--- src/rtl/tbp_pkg.sv ---
package tbp_pkg;
    localparam int TOG_BIT = 6;
    localparam int LIM_BIT = 5;

    typedef enum logic [2:0] {
        S_IDLE,
        S_RD1,
        S_RD2,
        S_EVAL,
        S_DECIDE,
        S_RST,
        S_DONE
    } eng_e;

    typedef enum logic [1:0] {
        L_POLL,
        L_CONF,
        L_PASS,
        L_FAIL
    } lane_e;
endpackage

--- src/rtl/tbp_lane_judge.sv ---
module tbp_lane_judge
    import tbp_pkg::*;
#(
    parameter int BW = 8
) (
    input  logic          clk,
    input  logic          rst_n,
    input  logic          clear,
    input  logic          eval,
    input  logic          abort,
    input  logic [BW-1:0] prev,
    input  logic [BW-1:0] curr,
    output logic          resolved,
    output logic          passed
);
    typedef struct packed {
        lane_e st;
    } lstate_t;

    lstate_t s_d, s_q;
    logic    toggling;

    always_comb begin
        s_d      = s_q;
        toggling = prev[TOG_BIT] ^ curr[TOG_BIT];
        if (clear) begin
            s_d.st = L_POLL;
        end else if (eval) begin
            case (s_q.st)
                L_POLL: begin
                    if (!toggling)          s_d.st = L_PASS;
                    else if (curr[LIM_BIT]) s_d.st = L_CONF;
                end
                L_CONF:  s_d.st = toggling ? L_FAIL : L_PASS;
                default: s_d.st = s_q.st;
            endcase
            if (abort && (s_d.st == L_POLL || s_d.st == L_CONF))
                s_d.st = L_FAIL;
        end
    end

    always_ff @(posedge clk) begin
        if (!rst_n) s_q <= '{st: L_FAIL};
        else        s_q <= s_d;
    end

    assign resolved = (s_q.st == L_PASS) || (s_q.st == L_FAIL);
    assign passed   = (s_q.st == L_PASS);

    AST_LANE_STICKY: assert property (@(posedge clk) disable iff (!rst_n)
        (resolved && !clear) |=> $stable(s_q.st));
    AST_CONF_EXIT: assert property (@(posedge clk) disable iff (!rst_n)
        (s_q.st == L_CONF && eval && !clear) |=> resolved);
endmodule

--- src/rtl/tbp_poll_counter.sv ---
module tbp_poll_counter #(
    parameter int CW = 8
) (
    input  logic          clk,
    input  logic          rst_n,
    input  logic          clear,
    input  logic          inc,
    input  logic [CW-1:0] limit,
    output logic          last
);
    typedef struct packed {
        logic [CW-1:0] cnt;
    } cstate_t;

    cstate_t c_d, c_q;
    logic [CW:0] next_cnt;

    always_comb begin
        c_d      = c_q;
        next_cnt = {1'b0, c_q.cnt} + {{CW{1'b0}}, 1'b1};
        if (clear)    c_d.cnt = '0;
        else if (inc) c_d.cnt = next_cnt[CW-1:0];
    end

    assign last = (next_cnt >= {1'b0, limit});

    always_ff @(posedge clk) begin
        if (!rst_n) c_q <= '{cnt: '0};
        else        c_q <= c_d;
    end

    AST_CNT_CLEAR: assert property (@(posedge clk) disable iff (!rst_n)
        clear |=> (c_q.cnt == '0));
endmodule

--- src/rtl/toggle_poll_engine.sv ---
module toggle_poll_engine
    import tbp_pkg::*;
#(
    parameter int          LANES   = 2,
    parameter int          LANE_W  = 8,
    parameter int          CNT_W   = 8,
    parameter logic [7:0]  RST_CMD = 8'hF0
) (
    input  logic                    clk,
    input  logic                    rst_n,
    input  logic                    start,
    input  logic [CNT_W-1:0]        max_polls,
    output logic                    rd_req,
    output logic                    wr_req,
    output logic [LANES*LANE_W-1:0] wr_data,
    input  logic                    bus_ack,
    input  logic [LANES*LANE_W-1:0] rd_data,
    output logic                    done,
    output logic [LANES-1:0]        lane_pass,
    output logic                    pass
);
    localparam int BUS_W = LANES * LANE_W;

    typedef struct packed {
        eng_e             st;
        logic [BUS_W-1:0] first;
        logic [BUS_W-1:0] second;
    } estate_t;

    estate_t e_d, e_q;
    logic             clear, eval, last;
    logic [LANES-1:0] resolved, passed;

    always_comb begin
        e_d    = e_q;
        rd_req = 1'b0;
        wr_req = 1'b0;
        done   = 1'b0;
        clear  = 1'b0;
        eval   = 1'b0;
        case (e_q.st)
            S_IDLE: if (start) begin
                clear  = 1'b1;
                e_d.st = S_RD1;
            end
            S_RD1: begin
                rd_req = 1'b1;
                if (bus_ack) begin
                    e_d.first = rd_data;
                    e_d.st    = S_RD2;
                end
            end
            S_RD2: begin
                rd_req = 1'b1;
                if (bus_ack) begin
                    e_d.second = rd_data;
                    e_d.st     = S_EVAL;
                end
            end
            S_EVAL: begin
                eval   = 1'b1;
                e_d.st = S_DECIDE;
            end
            S_DECIDE: begin
                if (&resolved) e_d.st = (&passed) ? S_DONE : S_RST;
                else           e_d.st = S_RD1;
            end
            S_RST: begin
                wr_req = 1'b1;
                if (bus_ack) e_d.st = S_DONE;
            end
            S_DONE: begin
                done   = 1'b1;
                e_d.st = S_IDLE;
            end
            default: e_d.st = S_IDLE;
        endcase
    end

    always_ff @(posedge clk) begin
        if (!rst_n) e_q <= '{st: S_IDLE, first: '0, second: '0};
        else        e_q <= e_d;
    end

    tbp_poll_counter #(.CW(CNT_W)) u_cnt (
        .clk   (clk),
        .rst_n (rst_n),
        .clear (clear),
        .inc   (eval),
        .limit (max_polls),
        .last  (last)
    );

    for (genvar g = 0; g < LANES; g++) begin : g_lane
        tbp_lane_judge #(.BW(LANE_W)) u_judge (
            .clk      (clk),
            .rst_n    (rst_n),
            .clear    (clear),
            .eval     (eval),
            .abort    (last),
            .prev     (e_q.first[g*LANE_W +: LANE_W]),
            .curr     (e_q.second[g*LANE_W +: LANE_W]),
            .resolved (resolved[g]),
            .passed   (passed[g])
        );
    end

    assign wr_data   = wr_req ? {LANES{RST_CMD}} : '0;
    assign lane_pass = passed;
    assign pass      = &passed;

    AST_ONE_REQ: assert property (@(posedge clk) disable iff (!rst_n)
        !(rd_req && wr_req));
    AST_REQ_HOLD: assert property (@(posedge clk) disable iff (!rst_n)
        (rd_req && !bus_ack) |=> rd_req);
    AST_DONE_PULSE: assert property (@(posedge clk) disable iff (!rst_n)
        done |=> !done);
    AST_DONE_RESOLVED: assert property (@(posedge clk) disable iff (!rst_n)
        done |-> (&resolved));
    AST_WR_TO_DONE: assert property (@(posedge clk) disable iff (!rst_n)
        (wr_req && bus_ack) |=> done);
    AST_WR_ON_FAIL: assert property (@(posedge clk) disable iff (!rst_n)
        wr_req |-> !(&passed));
endmodule

--- config.mk ---
export PLATFORM = sky130hd
export DESIGN_NAME = toggle_poll_engine
export DESIGN_NICKNAME = d
export VERILOG_FILES = /design/src/rtl/tbp_pkg.sv /design/src/rtl/tbp_lane_judge.sv /design/src/rtl/tbp_poll_counter.sv /design/src/rtl/toggle_poll_engine.sv
export SDC_FILE = /design/constraint.sdc
export NUM_CORES = 1
export LEC_CHECK = 0
export CAP_MARGIN = 20
export CORE_MARGIN = 5
export CORE_UTILIZATION = 46
export DETAILED_ROUTE_END_ITERATION = 6
export PLACE_DENSITY_LB_ADDON = 0.05
export SLEW_MARGIN = 5
export SYNTH_ARGS = -nofsm -noshare
export SYNTH_HDL_FRONTEND = slang
export SYNTH_SLANG_ARGS = --single-unit
export TNS_END_PERCENT = 1
--- constraint.sdc ---
create_clock -name clk -period 3 [get_ports clk]
set_input_delay 0.45 -clock clk [delete_from_list [all_inputs] [get_ports clk]]
set_output_delay 0.45 -clock clk [all_outputs]
set_load 0.02 [all_outputs]
# Word-level counts from Yosys, hierarchy flattened
# Cells that the tools add are included.
[word_totals]
regBits = 46
input_bits = 28
output_inout_bits = 22
elab_cells = 80
[classes]
addsub = 1
magnitude_cmp = 1
eq_ne = 18
mux = 32
bitwise = 3
n_reduce_logical = 19
[op_table]
columns = ["cell", "n"]
rows = [
  ["$mux W2", 15],
  ["$mux W19", 1],
  ["$pmux W3 S6", 1],
  ["$mux W16", 1],
  ["$mux W3", 4],
  ["$add A8 B1 Y9 const B", 1],
  ["$eq A3 B3 Y1 const B", 3],
  ["$ge A9 B8 Y1", 1],
  ["$eq A2 B1 Y1 const B", 4],
  ["$eq A2 B2 Y1 const B", 4],
  ["$logic_not A2 Y1", 4],
  ["$mux W1", 8],
  ["$ne A2 B2 Y1 const B", 4],
  ["$pmux W2 S2", 2],
  ["$reduce_and A2 Y1", 4],
  ["$eq A3 B2 Y1 const B", 2],
  ["$logic_or A1 B1 Y1", 4],
  ["$reduce_and A4 Y1", 1],
  ["$reduce_or A2 Y1", 2],
  ["$eq A3 B1 Y1 const B", 1],
  ["$logic_not A3 Y1", 1],
  ["$logic_and A1 B1 Y1", 2],
  ["$reduce_bool A2 Y1", 1],
  ["$xor A1 B1 Y1", 2],
  ["$not A1 Y1", 1],
]

# Logic depth before layout (Yosys ltp)
# Gate-level depths: netlist (run 1).
[logic_depth]
ltp_word = 11
ltp_mapped = 11
depth_no_buf = 10

# By module
# Synthesis (run 1) repeated with hierarchy kept, for this count alone.
[hier_totals]
hier_cells = 297
hier_area_um2 = 2391.0
[modules_own_cells]
columns = ["mod", "n_inst", "cells_each", "area_each_um2", "seq_area_each_um2"]
rows = [
  ["toggle_poll_engine", 1, 192, 1547.7, 700.7],
  ["tbp_poll_counter", 1, 77, 618.1, 160.2],
  ["tbp_lane_judge", 2, 14, 112.6, 40.0],
]

# Least setup slack after synthesis (run 1)
# Ideal clock, no wire load.
[synth_path]
path_kind = "reg-to-reg"
from = "register u_cnt.c_q[0] in the netlist's numbering"
to = "register g_lane[1].u_judge.s_q[0] in the netlist's numbering"
t_arrival_ns = 2.167
t_required_ns = 2.861
setup_slack_ns = 0.694
path_stages_with_launch = 11
cell_sequence = "dfxtp_1 ha_1 nand4_1 or2_1 xnor2_1 ha_1 and3_1 a221oi_1 o21ai_0 nor3_1 o311ai_1"
[synth_via]
elab_chain_cells = 6
[synth_rtl]
columns = ["item", "line_no", "source"]
rows = [
  ["start: declaration", "tbp_poll_counter.sv:15", "cstate_t c_d, c_q;"],
  ["start signal: assignment", "tbp_poll_counter.sv:28", "if (!rst_n) c_q <= '{cnt: '0};"],
  ["$add A8 B1 Y9", "tbp_poll_counter.sv:20", "next_cnt = {1'b0, c_q.cnt} + {{CW{1'b0}}, 1'b1};"],
  ["via u_cnt.next_cnt[6]", "tbp_poll_counter.sv:16", "logic [CW:0] next_cnt;"],
  ["$ge A9 B8 Y1", "tbp_poll_counter.sv:25", "assign last = (next_cnt >= {1'b0, limit});"],
  ["$logic_and A1 B1 Y1", "tbp_lane_judge.sv:37", "if (abort && (s_d.st == L_POLL || s_d.st == L_CONF))"],
  ["$mux W2", "tbp_lane_judge.sv:37", ""],
  ["$mux W2", "tbp_lane_judge.sv:28", "end else if (eval) begin"],
  ["$mux W2", "tbp_lane_judge.sv:26", "if (clear) begin"],
  ["end signal: assignment", "tbp_lane_judge.sv:43", "if (!rst_n) s_q <= '{st: L_FAIL};"],
  ["end: declaration", "tbp_lane_judge.sv:20", "lstate_t s_d, s_q;"],
]
# The timed path passes the listed nets, and every way through them passes these cells. The select of a mux whose other input is x is not followed.
# A chain may end at the register's enable or synchronous reset.

# Final worst setup path (run 1)
[layout_path]
from = "register u_cnt.c_q[0] in the netlist's numbering"
to = "register g_lane[0].u_judge.s_q[0] in the netlist's numbering"
[layout_via]
elab_chain_cells = 6
[layout_rtl]
columns = ["item", "line_no"]
rows = [
  ["$add A8 B1 Y9", "tbp_poll_counter.sv:20"],
  ["via u_cnt.next_cnt[6]", "tbp_poll_counter.sv:16"],
  ["$ge A9 B8 Y1", "tbp_poll_counter.sv:25"],
  ["$logic_and A1 B1 Y1", "tbp_lane_judge.sv:37"],
  ["$mux W2", "tbp_lane_judge.sv:37"],
  ["$mux W2", "tbp_lane_judge.sv:28"],
  ["$mux W2", "tbp_lane_judge.sv:26"],
  ["end signal: assignment", "tbp_lane_judge.sv:43"],
  ["end: declaration", "tbp_lane_judge.sv:20"],
]
# The timed path passes the listed nets, and every way through them passes these cells. The select of a mux whose other input is x is not followed.

==> parameters.txt, run 1 <==
Parameter                              Value

Global routing
  Initial antenna violation count ... 0
  Global routing usage summed across all routing layers ... between 10% and 20%
  Largest net degree at the start of global routing ... 17
  Global route total overflow ... 0
  Wire length of the first global-routing pass ... 5240 um
  Vias in the first global route ... around 1,200

Power and ir drop
  Largest voltage drop on the vdd net ... 0.334 mV
  Share of power burned in combinational logic ... around 39%
  Proportion of total power due to net switching ... a little over a third
  Pleak ... 0.681 nW
  Pwr dens ... 491 nW/um^2
  Share of power burned in the clock network ... 15.5%
  Sequential cell fraction of total power ... between 40% and 50%
  Cell-internal power ... 0.000538 W
  Psw ... 0.000309 W

Synth
  Post-synth top area cell ... sky130_fd_sc_hd__dfxtp_1
  Distinct cell type count after synthesis ... 41
  Most used flip-flop cell after synthesis ... sky130_fd_sc_hd__dfxtp_1
  Area fraction of the dominant cell type after synthesis ... between 20 and 30%
  Fraction of the yosys area taken by sequential cells ... between 20% and 30%
  Avg Synthesized Cell Area ... approximately 8.4 um^2
  Most used standard cells in the synthesized netlist ... sky130_fd_sc_hd__dfxtp_1, sky130_fd_sc_hd__buf_4, sky130_fd_sc_hd__nor2_1
  Most numerous cell in the Yosys netlist ... sky130_fd_sc_hd__dfxtp_1
  Share of synthesized flip-flops with an asynchronous set or reset ... 0%
  Mapped Area ... 1510 um^2
  Post-Synthesis Cells ... 180
  Number of enable-type register cells in the synthesized netlist ... 0
  Total of warnings raised by yosys ... 0
  Register bit total from synthesis ... 21
  Leading post-synthesis cells by cell area ... sky130_fd_sc_hd__dfxtp_1, sky130_fd_sc_hd__buf_4, sky130_fd_sc_hd__ha_1

Detailed routing
  First DRT Iteration DRCs ... 34
  Drt total wl ... 2910 um
  Post-detailed-route count of antenna-violating nets ... 0
  DRC violations left ... 0
  Number of detailed-routing iterations run before antenna repair ... 4
  Via count normalized by instance count ... 5.07
  Vias ... about 1,200
  Drt wl/cell ... 12.2 um

Die
  Placeable core region ... 3100 um^2
  Standard-cell rows ... 20
  DIE HEIGHT ... 67.3 um
  DIE WIDTH ... approximately 67 um
  Full die area ... 4540 um^2
  Count of boundary I/O pins ... 50
  Initial Utilization ... 48.8%

STA
  Max-slew violations ... 0
  Max-slew headroom at the worst pin ... 65.2%
  Maximum achievable frequency ... roughly 370 MHz
  Final Setup Violations ... 0
  Final number of hold-violating endpoints ... 0
  Min cycle time layout ... 2670 ps
  Final clock period utilization by the worst path ... roughly 90%
  Max Clock Skew ... between 7 and 8 ps
  RSZ-0062 raised after global routing ... no
  Setup Total Neg Slack ... 0 ps
  Measured slew at the worst slew-check pin ... between 500 and 600 ps

Place
  Hpwl dp ... between 2000 and 2500 um
  Placed cell count ... 234
  Routability Congestion ... 0.803
  Total cell area at the placement stage ... 1700 um^2
  Number of I/O port buffers ... 29

Setup path
  Worst R2R Path Depth ... 10
  Max Fanout on Critical Path ... 5
  Endpoint arrival time on the critical path ... roughly 2800 ps
  Required time of the critical path ... 3170 ps
  Element type at the critical path end ... flip-flop
  Capture instance of the worst register-to-register path ... g_lane[0].u_judge.s_q[0]$_SDFFE_PN1P_
  Reg2reg setup slack ... 330 ps
  Startpoint class of the critical path ... flip-flop
  Critical R2R Launch ... u_cnt.c_q[0]$_SDFFE_PP0P_
  Critical path type ... flip-flop to flip-flop

Min path
  Hold wc startpoint ... u_cnt.c_q[1]$_SDFFE_PP0P_
  Class of the worst hold path ... flip-flop to flip-flop
  Sink of the worst hold path ... u_cnt.c_q[1]$_SDFFE_PP0P_
  Hold path depth ... 2

Clocking
  Number of buffers inserted for hold repair after clock tree synthesis ... 0
  Worst-case clock buffer depth ... 2
  Clock-pin slew on the worst setup and hold paths ... between 100 and 150 ps
  Insertion delay of the later-clocked pin in the worst-skew pair ... 300 ps
  CTS buffer count ... 3
  Number of levels the H-tree was split into ... 1
  CTS tree ... yes
  Buffers inserted by post-CTS timing repair ... 0
  Buffer cell driving the clock tree root ... sky130_fd_sc_hd__clkbuf_4
  Clk sinks ... 21
  Post-cts resize count ... 0

Outcome
  Outcome ... finished clean

Cells and area
  Share of post-route cells with drive strength above 1 ... 4.12%
  Synthesis-to-finish area growth ... 14.1%
  Final non-filler cell area ... 1730 um^2
  Number of antenna diodes ... 0
  Number of standard cells in the final layout excluding fillers ... 238
  Register Area ... 420 um^2
  Number of nets in the layout ... around 230
  # fillers ... between 300 and 400
  Area taken by multi-input logic gates ... roughly 900 um^2

Run
  Max_cap viols ... 0
-- power by group through the flow --
stage	sequential [W]	clock (W)	combinational, W
floorplan	0.000346	0	0.000309
detailed placement	0.000391	0	0.000333
global placement	0.000388	0	0.000327
CTS	0.000384	0.000141	0.000336
global route	0.000395	0.000151	0.000370
finish	0.000384	0.000131	0.000331
-- critical path, cell delays in order, from the launching register on --
cell,delay (ps)
sky130_fd_sc_hd__dfxtp_1,440
sky130_fd_sc_hd__ha_1,270
sky130_fd_sc_hd__nand4_1,120
sky130_fd_sc_hd__or2_1,260
sky130_fd_sc_hd__xnor2_1,130
sky130_fd_sc_hd__ha_1,300
sky130_fd_sc_hd__and3_1,190
sky130_fd_sc_hd__a221oi_1,250
sky130_fd_sc_hd__o21ai_0,200
sky130_fd_sc_hd__nor2_1,240
sky130_fd_sc_hd__a41oi_1,140
-- per-layer routing --
metal	vias up	wire length [um]	track usage (%)
li1	623	-	-
met1	548	1260	16.4
met2	34	1460	28.1
met3	2	173	2.33
met4	0	19	5.32
met5	-	0	0
-- cells by family after synthesis --
kind of cell,count (synthesis),share of synthesized area [%]
AO/OA/AOI/OAI,34,14.4
XOR/XNOR,13,7.53
adder cells (fa/ha/maj),9,7.44
buffers and inverters,36,14.7
flip-flops,21,27.8
multiplexers,8,5.29
other,1,0.248
AND/OR/NAND/NOR,58,22.6
-- how the worst max path moves through the flow --
stage	startpoint	slack, ps	cells past startpoint	endpoint
6_report	u_cnt.c_q[0]$_SDFFE_PP0P_	330	10	g_lane[0].u_judge.s_q[0]$_SDFFE_PN1P_
5_1_grt	u_cnt.c_q[0]$_SDFFE_PP0P_	40	10	g_lane[0].u_judge.s_q[1]$_SDFFE_PN1P_
4_1_cts	u_cnt.c_q[0]$_SDFFE_PP0P_	300	10	g_lane[0].u_judge.s_q[0]$_SDFFE_PN1P_
3_5_place_dp	u_cnt.c_q[0]$_SDFFE_PP0P_	330	10	g_lane[0].u_judge.s_q[0]$_SDFFE_PN1P_
3_3_place_gp	u_cnt.c_q[0]$_SDFFE_PP0P_	330	10	g_lane[0].u_judge.s_q[1]$_SDFFE_PN1P_
2_1_floorplan	u_cnt.c_q[0]$_SDFFE_PP0P_	690	10	g_lane[1].u_judge.s_q[0]$_SDFFE_PN1P_
-- registers in the layout (all words and copies together) (netlist names) --
signal	cells
e_q	9
g_lane.u_judge.s_q	4
u_cnt.c_q	8
-- layout by cell type, fill, tap and decap left out, drive strengths merged, types with 6 or more instances in the layout --
cell,netlist,routed
clkdlybuf4s50,0,29
dfxtp,21,21
nor2,12,12
nor2b,11,11
a21oi,11,11
inv,10,10
xnor2,9,9
ha,9,9
nand2,8,8
mux2i,8,8
conb,1,8
nand3,8,8
o21ai,6,6
-- final cells by class --
| class | count | share of cell area [%] |
|---|---|---|
| Inverter | 10 | 2.18 |
| Tap cell | 44 | 3.19 |
| Timing Repair Buffer | 29 | 16.8 |
| Sequential cell | 21 | 24.4 |
| Clock buffer | 4 | 1.52 |
| Multi-Input combinational cell | 130 | 51.9 |
-- per-stage QoR --
stage | setup WS [ps] | hold WS (ps) | util, % | total power, W
after global routing | 41.3 | 559 | 55.6 | 0.000917
after floorplan | 694 | 466 | - | 0.000655
after detailed placement | 327 | 487 | 54.8 | 0.000724
after CTS | 296 | 504 | 55.6 | 0.000860
final | 325 | 505 | 55.6 | 0.000847
after global placement | 331 | 484 | 54.8 | 0.000715
Power figures use the tool's default switching activity.
==> run 2: changes to the inputs <==
SKIP_LAST_GASP = 1   (was default)
==> results of run 2 <==
The final DEF is identical to that of run 1; final timing and power are the same.
==> run 3: changes to the inputs <==
CORE_UTILIZATION = 32   (was 46)
==> run 3 against run 2 <==
Against the previous run:
- cell count grew 4.2%
- routed wire length grew 3.4%
- sequential power about the same
- clock skew fell by 4.6 ps
- combinational power about the same
- highest routed layer unchanged
- clock power increased by 43%
- non-clock buffer count did not move
- critical endpoint is now g_lane[0].u_judge.s_q[1]$_SDFFE_PN1P_
- global-route usage shrank 4.8 points
==> parameters.txt, run 3 (synthesized netlist as in run 1, its figures left out) <==
Parameter                              Value

Setup path
  Max Fanout on Critical Path ... 5 (unchanged)
  Required time of the critical path ... 3110 ps (-60 ps)
  Worst R2R Path Depth ... 10 (unchanged)
  Element type at the critical path end ... flip-flop
  Startpoint class of the critical path ... flip-flop
  Critical path type ... flip-flop to flip-flop
  Endpoint arrival time on the critical path ... 2790 ps (-50 ps)

Clocking
  Worst-case clock buffer depth ... 2 (unchanged)
  Buffers inserted by post-CTS timing repair ... 0 (unchanged)
  Number of buffers inserted for hold repair after clock tree synthesis ... 0 (unchanged)
  Buffer cell driving the clock tree root ... sky130_fd_sc_hd__clkbuf_8
  Clock-pin slew on the worst setup and hold paths ... 70 ps (-40 ps)
  Post-cts resize count ... 0 (unchanged)
  Clk sinks ... 21 (unchanged)
  CTS tree ... yes
  Insertion delay of the later-clocked pin in the worst-skew pair ... 260 ps (-40 ps)
  CTS buffer count ... 3 (unchanged)
  Number of levels the H-tree was split into ... 1 (unchanged)

STA
  Maximum achievable frequency ... 374 MHz (about the same)
  Min cycle time layout ... 2680 ps (+0.290 ps)
  Final Setup Violations ... 0 (unchanged)
  Final number of hold-violating endpoints ... 0 (unchanged)
  Max-slew headroom at the worst pin ... 56.4% (-8.8 points)
  Tightest hold margin ... 495 ps (-10.2 ps)
  Max-slew violations ... 0 (unchanged)
  Measured slew at the worst slew-check pin ... 649 ps (+131 ps)
  Max Clock Skew ... 2.59 ps (-4.57 ps)
  Setup Total Neg Slack ... 0 ps (unchanged)
  RSZ-0062 raised after global routing ... no
  Final clock period utilization by the worst path ... 89.2% (about the same)
  Worst setup margin ... 325 ps (-0.290 ps)

Place
  Number of I/O port buffers ... 29 (unchanged)
  Hpwl dp ... 2400 um (+3.3%)
  DP Worst Slack ... 297 ps (-30.0 ps)
  Routability Congestion ... 0.755 (-6.0%)

Outcome
  Outcome ... finished clean

Die
  DIE HEIGHT ... 78.8 um (+17%)
  Standard-cell rows ... 25 (+25%)
  DIE WIDTH ... 78.8 um (+17%)
  Full die area ... 6200 um^2 (+37%)
  Initial Utilization ... 32.5% (-16 points)
  Count of boundary I/O pins ... 50 (unchanged)
  Placeable core region ... 4660 um^2 (+50%)

Power and ir drop
  Pwr dens ... 514 nW/um^2 (+4.8%)
  Cell-internal power ... 0.000581 W (+8.0%)
  Largest voltage drop on the vdd net ... 0.224 mV (-33%)
  Psw ... 0.000323 W (+4.5%)
  Sequential cell fraction of total power ... 42.5% (-2.9 points)
  Pleak ... 0.688 nW (+1.1%)
  Proportion of total power due to net switching ... 35.7% (-0.75 points)
  Share of power burned in the clock network ... 20.7% (+5.2 points)
  Share of power burned in combinational logic ... 36.8% (-2.3 points)

Cells and area
  Share of post-route cells with drive strength above 1 ... 4.12% (unchanged)
  Fin util ... 37.7% (-18 points)
  Most common cell after layout, fill and taps aside ... sky130_fd_sc_hd__clkdlybuf4s50_1
  Number of antenna diodes ... 0 (unchanged)
  Max FFs per register ... 9 (unchanged)
  Synthesis-to-finish area growth ... 16.1%
  Largest regs ... e_q (9), u_cnt.c_q (8), g_lane.u_judge.s_q (4)
  Top library cells by usage in the layout, fill and taps aside ... sky130_fd_sc_hd__clkdlybuf4s50_1, sky130_fd_sc_hd__dfxtp_1, sky130_fd_sc_hd__nor2_1
  Largest reg by FF count ... e_q
  Number of nets in the layout ... 232 (unchanged)

Global routing
  Met1 track demand over resource ... 12.6% (-3.8 points)
  Global route total overflow ... 0 (unchanged)
  Met3 Resource Use GR ... 1.81% (-0.52 points)
  Global routing usage summed across all routing layers ... 10.0% (-4.8 points)
  Wire length of the first global-routing pass ... 5090 um (-2.8%)
  Vias in the first global route ... 1,101 (-9.6%)
  GR Util met2 ... 17.2% (-11 points)
  Initial antenna violation count ... 0 (unchanged)
  Largest net degree at the start of global routing ... 17 (unchanged)
  Peak-usage layer in the global routing report ... met2

Min path
  Hold path depth ... 2 (unchanged)
  Class of the worst hold path ... flip-flop to flip-flop

Detailed routing
  Post-detailed-route count of antenna-violating nets ... 0 (unchanged)
  Via count normalized by instance count ... 4.66 (-8.1%)
  Vias ... 1,156 (-4.2%)
  Drt wl/cell ... 12.1 um (-0.77%)
  DRC violations left ... 0 (unchanged)
  Number of detailed-routing iterations run before antenna repair ... 4 (unchanged)
  First DRT Iteration DRCs ... 20 (-41%)
  Drt total wl ... 3010 um (+3.4%)

Run
  Max_cap viols ... 0 (unchanged)
run 3: power by group through the flow:
stage / clock network (W) / logic, W / registers [W]
3_5_place_dp: 0 / 0.000336 / 0.000393
2_1_floorplan: 0 / 0.000309 / 0.000346
6_report: 0.000187 / 0.000333 / 0.000384
5_1_grt: 0.000203 / 0.000369 / 0.000397
4_1_cts: 0.000193 / 0.000338 / 0.000386
3_3_place_gp: 0 / 0.000333 / 0.000390
run 3: worst paths after layout:
path / endpoint / slack [ps] / from
setup / recovery: g_lane[0].u_judge.s_q[1]$_SDFFE_PN1P_ / 320 / u_cnt.c_q[0]$_SDFFE_PP0P_
hold / removal: u_cnt.c_q[1]$_SDFFE_PP0P_ / 500 / u_cnt.c_q[1]$_SDFFE_PP0P_
setup reg to reg: g_lane[0].u_judge.s_q[1]$_SDFFE_PN1P_ / 320 / u_cnt.c_q[0]$_SDFFE_PP0P_
hold reg to reg: u_cnt.c_q[1]$_SDFFE_PP0P_ / 500 / u_cnt.c_q[1]$_SDFFE_PP0P_
run 3: through the flow:
stage / area, um^2 / instances / power [W]
2_1_floorplan: 1540 / 187 / 0.000655
3_3_place_gp: 1710 / 244 / 0.000723
3_5_place_dp: 1710 / 244 / 0.000728
4_1_cts: 1760 / 248 / 0.000916
5_1_grt: 1760 / 248 / 0.000969
6_report: 1760 / 248 / 0.000904
run 3: area by class of cell:
class,instances,area (um^2)
multi-input combinational,130,896
inverter,10,37.5
sequential,21,420
timing repair buffer,29,290
tap,54,67.6
fill,500,2900
clock buffer,4,45.0
run 3: critical path, stage by stage (launching register included):
cell and delay, ps:
sky130_fd_sc_hd__dfxtp_1 440, sky130_fd_sc_hd__ha_1 270, sky130_fd_sc_hd__nand4_1 130, sky130_fd_sc_hd__or2_1 270, sky130_fd_sc_hd__xnor2_1 130, sky130_fd_sc_hd__ha_1 290, sky130_fd_sc_hd__and3_1 190, sky130_fd_sc_hd__a221oi_1 250
sky130_fd_sc_hd__o21ai_0 180, sky130_fd_sc_hd__nor2_1 230, sky130_fd_sc_hd__a41oi_1 150
run 3: layer usage:
metal  routed length, um  up-vias
met3                  87        4
met1                1450      514
li1                    -      619
met2                1440       19
met4                  31        0
met5                   0        -
